`src/rtl/stk_pkg.sv`:
```
package stk_pkg;

    typedef enum logic [1:0] {
        OP_IDLE = 2'd0,
        OP_PUSH = 2'd1,
        OP_POP  = 2'd2,
        OP_REPL = 2'd3
    } stk_op_e;

    // Priority: push, then pop, then replace-top.
    function automatic stk_op_e pick_op(input logic push, input logic pop, input logic repl);
        if (push)      return OP_PUSH;
        else if (pop)  return OP_POP;
        else if (repl) return OP_REPL;
        else           return OP_IDLE;
    endfunction

endpackage

```
`src/rtl/stk_arbiter.sv`:
```
module stk_arbiter
    import stk_pkg::*;
(
    input  logic    push_i,
    input  logic    pop_i,
    input  logic    repl_i,
    input  logic    empty_i,
    input  logic    full_i,
    output stk_op_e op_o,
    output logic    refuse_o
);
    stk_op_e want;

    always_comb begin
        want     = pick_op(push_i, pop_i, repl_i);
        op_o     = want;
        refuse_o = 1'b0;
        unique case (want)
            OP_PUSH: if (full_i)  begin op_o = OP_IDLE; refuse_o = 1'b1; end
            OP_POP,
            OP_REPL: if (empty_i) begin op_o = OP_IDLE; refuse_o = 1'b1; end
            default: ;
        endcase
    end
endmodule

```
`src/rtl/stk_ptr_unit.sv`:
```
module stk_ptr_unit
    import stk_pkg::*;
#(
    parameter int DEPTH = 16,
    localparam int AW = (DEPTH > 1) ? $clog2(DEPTH) : 1,
    localparam int CW = $clog2(DEPTH + 1)
) (
    input  logic          clk,
    input  logic          rst,
    input  stk_op_e       op_i,
    input  logic          refuse_i,
    output logic [CW-1:0] depth_o,
    output logic [AW-1:0] addr_o,
    output logic          we_o,
    output logic          err_o
);
    logic [CW-1:0] depth_q, depth_nx;
    logic          err_q;

    always_comb begin
        depth_nx = depth_q;
        unique case (op_i)
            OP_PUSH: depth_nx = depth_q + CW'(1);
            OP_POP:  depth_nx = depth_q - CW'(1);
            default: ;
        endcase
    end

    // Address points at the top element as it will be after this edge.
    always_comb begin
        if (depth_nx == '0) addr_o = '0;
        else                addr_o = AW'(depth_nx - CW'(1));
    end

    assign we_o = (op_i == OP_PUSH) || (op_i == OP_REPL);

    always_ff @(posedge clk) begin
        if (rst) begin
            depth_q <= '0;
            err_q   <= 1'b0;
        end else begin
            depth_q <= depth_nx;
            if (refuse_i) err_q <= 1'b1;
        end
    end

    assign depth_o = depth_q;
    assign err_o   = err_q;
endmodule

```
`src/rtl/stk_wf_ram.sv`:
```
module stk_wf_ram #(
    parameter int DATA_W = 16,
    parameter int DEPTH  = 16,
    localparam int AW = (DEPTH > 1) ? $clog2(DEPTH) : 1
) (
    input  logic              clk,
    input  logic              we,
    input  logic [AW-1:0]     addr,
    input  logic [DATA_W-1:0] din,
    output logic [DATA_W-1:0] dout
);
    logic [DATA_W-1:0] mem [DEPTH];

    // Write-first: a written word also appears on the output at once.
    always_ff @(posedge clk) begin
        if (we) begin
            mem[addr] <= din;
            dout      <= din;
        end else begin
            dout      <= mem[addr];
        end
    end
endmodule

```
`src/rtl/hw_stack.sv`:
```
module hw_stack
    import stk_pkg::*;
#(
    parameter int DATA_W = 16,
    parameter int DEPTH  = 16,
    localparam int AW = (DEPTH > 1) ? $clog2(DEPTH) : 1,
    localparam int CW = $clog2(DEPTH + 1)
) (
    input  logic              clk,
    input  logic              rst,
    input  logic              push_i,
    input  logic              pop_i,
    input  logic              repl_i,
    input  logic [DATA_W-1:0] wdata_i,
    output logic [DATA_W-1:0] top_o,
    output logic              top_valid_o,
    output logic              empty_o,
    output logic              full_o,
    output logic [CW-1:0]     depth_o,
    output logic              err_o
);
    stk_op_e           op;
    logic              refuse;
    logic [CW-1:0]     depth;
    logic [AW-1:0]     addr;
    logic              we;
    logic [DATA_W-1:0] ram_q;

    assign empty_o = (depth == '0);
    assign full_o  = (depth == CW'(DEPTH));

    stk_arbiter u_arb (
        .push_i  (push_i),
        .pop_i   (pop_i),
        .repl_i  (repl_i),
        .empty_i (empty_o),
        .full_i  (full_o),
        .op_o    (op),
        .refuse_o(refuse)
    );

    stk_ptr_unit #(.DEPTH(DEPTH)) u_ptr (
        .clk     (clk),
        .rst     (rst),
        .op_i    (op),
        .refuse_i(refuse),
        .depth_o (depth),
        .addr_o  (addr),
        .we_o    (we),
        .err_o   (err_o)
    );

    stk_wf_ram #(.DATA_W(DATA_W), .DEPTH(DEPTH)) u_ram (
        .clk (clk),
        .we  (we),
        .addr(addr),
        .din (wdata_i),
        .dout(ram_q)
    );

    assign depth_o     = depth;
    assign top_valid_o = !empty_o;
    assign top_o       = top_valid_o ? ram_q : '0;
endmodule

```
`config.mk`:
```
export PLATFORM = sky130hd
export DESIGN_NAME = hw_stack
export DESIGN_NICKNAME = d
export VERILOG_FILES = /design/src/rtl/stk_pkg.sv /design/src/rtl/stk_arbiter.sv /design/src/rtl/stk_ptr_unit.sv /design/src/rtl/stk_wf_ram.sv /design/src/rtl/hw_stack.sv
export SDC_FILE = /design/constraint.sdc
export NUM_CORES = 1
export LEC_CHECK = 0
export CAP_MARGIN = 20
export CORE_MARGIN = 1.5
export CORE_UTILIZATION = 55
export DETAILED_ROUTE_END_ITERATION = 8
export GPL_TIMING_DRIVEN = 0
export PLACE_DENSITY = 0.69
export SETUP_SLACK_MARGIN = 0.05
export SLEW_MARGIN = 0
export SYNTH_ARGS = -nofsm -noshare
export SYNTH_HDL_FRONTEND = slang
export SYNTH_SLANG_ARGS = --single-unit
```
`constraint.sdc`:
```
create_clock -name clk -period 15 [get_ports clk]
set_clock_uncertainty 0.15 [all_clocks]
set_input_delay 2.25 -clock clk [delete_from_list [all_inputs] [get_ports clk]]
set_output_delay 2.25 -clock clk [all_outputs]
set_load 0.02 [all_outputs]
```
==> out/results.tsv <==
stage	metric	value	unit
status	status	completed	
placed_design	placed_area	11800	sq um
synth	postSynthCellCount	481	
sta	fin_setup_tns	0	ns
finish	drive_above_1_share	30.0	%
sta	fmax	150	MHz
floorplan	core	18800	sq um
min_path	min_delay_path_depth	2	
clock_tree	cts_tree	done	
clock_tree	clkSlewWorstSetupHoldPaths	0.06	ns
global_route	grt_pass1_vias	5275	
clock_tree	insertion_delay	0.52	ns
global_route	grt_pass1_wl	32.6	mm
run	cap_violations	0	
setup_path	end_kind	flop	
floorplan	die-area	20200	sq um
setup_path	ff2ff_path_depth	16	
clock_tree	cts_buffers	27	
sta	slew-limit-headroom	34.5	%
synth	synth_area	10600	sq um
setup_path	arrival	6.75	ns
drt	firstDrtPassIters	5	
setup_path	start_kind	input pin	
floorplan	io_pins	46	
power_and_ir_drop	max-vdd-ir-drop	0.178	mV
power_and_ir_drop	finalPower	3.15	mW
setup_path	reg2reg_slack	9.31	ns
clock_tree	post_cts_resized	0	
sta	grt_setup_unrepaired	no	
sta	fin_crit	6.68	ns
drt	ant_nets	0	
sta	setup_viol	0	
setup_path	crit_type	in -> reg	
clock_tree	cts_setup_buffers	0	
synth	ys_ff_latch	266	
finish	final_util	67.2	%
clock_tree	htreeDepth	1	
placed_design	globalplace.congestion	0.813	
finish	final_cell_mix	edfxtp_1, mux4_2, clkdlybuf4s50_1	
synth	synth_nets	509	
power_and_ir_drop	cellPowerDensity	249	nW/um^2
finish	nets	606	
floorplan	die_h	142	um
synth	yosysWarnings	0	
drt	vias	5127	
setup_path	worstReg2RegStart	u_ptr.depth_o[0]	
min_path	hold_path_startpoint	u_ptr.err_o	
global_route	antenna_found_initial	0	
finish	syn_to_final_growth	19.1	%
floorplan	rows	50	
placed_design	io_buffers	45	
drt	detail_route.wl_per_cell	25.5	um
synth	yosysSeqAreaShare	74.2	%
placed_design	hpwlAfterDp	14.3	mm
drt	wl	21.9	mm
power_and_ir_drop	leakagePower	4.05	nW
floorplan	start_util	56.4	%
min_path	hold_class	reg -> reg	
global_route	grt_use_total	22.8	%
synth	yosysUniqueCellTypes	45	
setup_path	worst-path-max-fanout	10	
setup_path	r2r-end	u_ram.mem[5][10]	
sta	hold_viol	0	
drt	drc_errors	0	
finish	antenna_cells	0	
min_path	worstHoldEndpoint	u_ptr.err_o	
clock_tree	postCtsHoldBufs	0	
setup_path	cp.required	15.07	ns
drt	drt_iter0_drc	457	
clock_tree	clock-root-buffer	clkbuf_16	
global_route	grt_max_degree	17	
floorplan	die_w	142	um
finish	final_cell_area	12700	sq um
sta	fin_crit_sh	44.6	%
synth	avgSynthCellArea	22.1	sq um
drt	drt-vias-per-instance	5.99	
global_route	overflow	0	
finish	final_common_cell	edfxtp_1	
sta	worstMarginPinSlew	0.978	ns
sta	slew_viol_final	0	
clock_tree	cts.sinks	266	
clock_tree	cts_buffer_depth	3	
-- final cells by class --
class / count / area [sq um]
Multi-Input combinational cell: 184 / 2640
Buffer: 23 / 158
Timing Repair Buffer: 68 / 753
Tap cell: 260 / 325
Clock inverter: 9 / 96.3
Fill cell: 1184 / 6180
Inverter: 8 / 30.0
Sequential cell: 266 / 7890
Clock buffer: 38 / 767
-- registers in the layout (all words and copies together) (netlist names), named ones only --
name and flops:
u_ptr.depth_o 5, u_ram.mem 256, u_ptr.err_o 1
-- routing by layer --
layer  part of all wire [%]  vias up  track usage, %
met5                      0        -               0
met4                    1.3        0            4.83
met3                    5.4       29            4.04
met2                     52      165            38.9
met1                     41     2737            31.3
li1                       -     2196               -
-- synth_stat cells (all sizes together) --
| master | n | area (sq um) |
|---|---|---|
| a21o | 2 | 15.0 |
| a21oi | 4 | 35.0 |
| a221oi | 1 | 8.76 |
| a22o | 1 | 8.76 |
| a32oi | 1 | 8.76 |
| and2 | 16 | 100 |
| and3 | 1 | 6.26 |
| buf | 18 | 139 |
| clkbuf | 5 | 18.8 |
| dfxtp | 10 | 200 |
| edfxtp | 256 | 7690 |
| fa | 1 | 20.0 |
| ha | 6 | 75.1 |
| inv | 8 | 30.0 |
| mux2 | 1 | 11.3 |
| mux2i | 2 | 32.5 |
| mux4 | 80 | 1800 |
| nand2 | 8 | 30.0 |
| nand2b | 2 | 15.0 |
| nand3 | 2 | 10.0 |
| nor2 | 22 | 82.6 |
| nor2b | 2 | 12.5 |
| nor3 | 7 | 45.0 |
| nor3b | 5 | 52.6 |
| nor4 | 5 | 37.5 |
| nor4b | 1 | 8.76 |
| o21ai | 1 | 8.76 |
| o221ai | 1 | 15.0 |
| o31a | 1 | 8.76 |
| or3 | 3 | 23.8 |
| xnor2 | 6 | 52.6 |
| xor2 | 2 | 25.0 |
-- power breakdown --
| part | leakage, nW | total (mW) | switching (mW) | internal [mW] |
|---|---|---|---|---|
| clock | 0.424 | 0.648 | 0.259 | 0.388 |
| sequential | 2.40 | 1.10 | 0.0452 | 1.06 |
| combinational | 1.22 | 1.40 | 0.771 | 0.628 |
| total | 4.05 | 3.15 | 1.08 | 2.07 |
-- cell families (layout without fill, tap and decap cells) --
family          after synthesis  count (layout)  share of synthesized area, %
flops                       266             266                          74.2
compound gates               12              12                          1.02
buf+inv                      31             146                          1.77
mux                          83              83                          17.4
simple gates                 74              74                          3.99
fa+ha+maj                     7               7                         0.895
xor+xnor                      8               8                         0.730
-- how the worst max path moves through the flow --
stage,start,endpoint,slack [ns],cells after the start
after floorplan,push_i,u_ram.mem[14][0],8.46,12
after global placement,push_i,u_ram.mem[2][7],5.64,13
after detailed placement,push_i,u_ram.mem[5][8],7.82,15
after CTS,push_i,u_ram.mem[5][13],8.35,15
after global routing,push_i,u_ram.mem[5][0],8.08,15
final,push_i,u_ram.mem[5][10],8.32,15
-- critical path, stage by stage --
cell             delay, ns
clkdlybuf4s50_1       0.54
nor2_1                0.07
a32oi_1               0.24
buf_2                 0.29
ha_1                  0.33
inv_1                 0.13
fa_1                  0.52
nor2_1                0.05
a21oi_1               0.24
ha_1                  0.29
xnor2_1               0.18
nand2_1               0.16
or3_1                 0.39
nor3b_2               0.80
buf_6                 0.26
-- through the flow --
stage          setup WS (ns)  hold slack [ns]  std cells
2_1_floorplan           8.46            0.445        481
3_3_place_gp            5.64            0.305        786
3_5_place_dp            7.82            0.327        808
4_1_cts                 8.35            0.341        855
5_1_grt                 8.08            0.388        856
6_report                8.32            0.332        856
(Power assumes the default switching activity.)
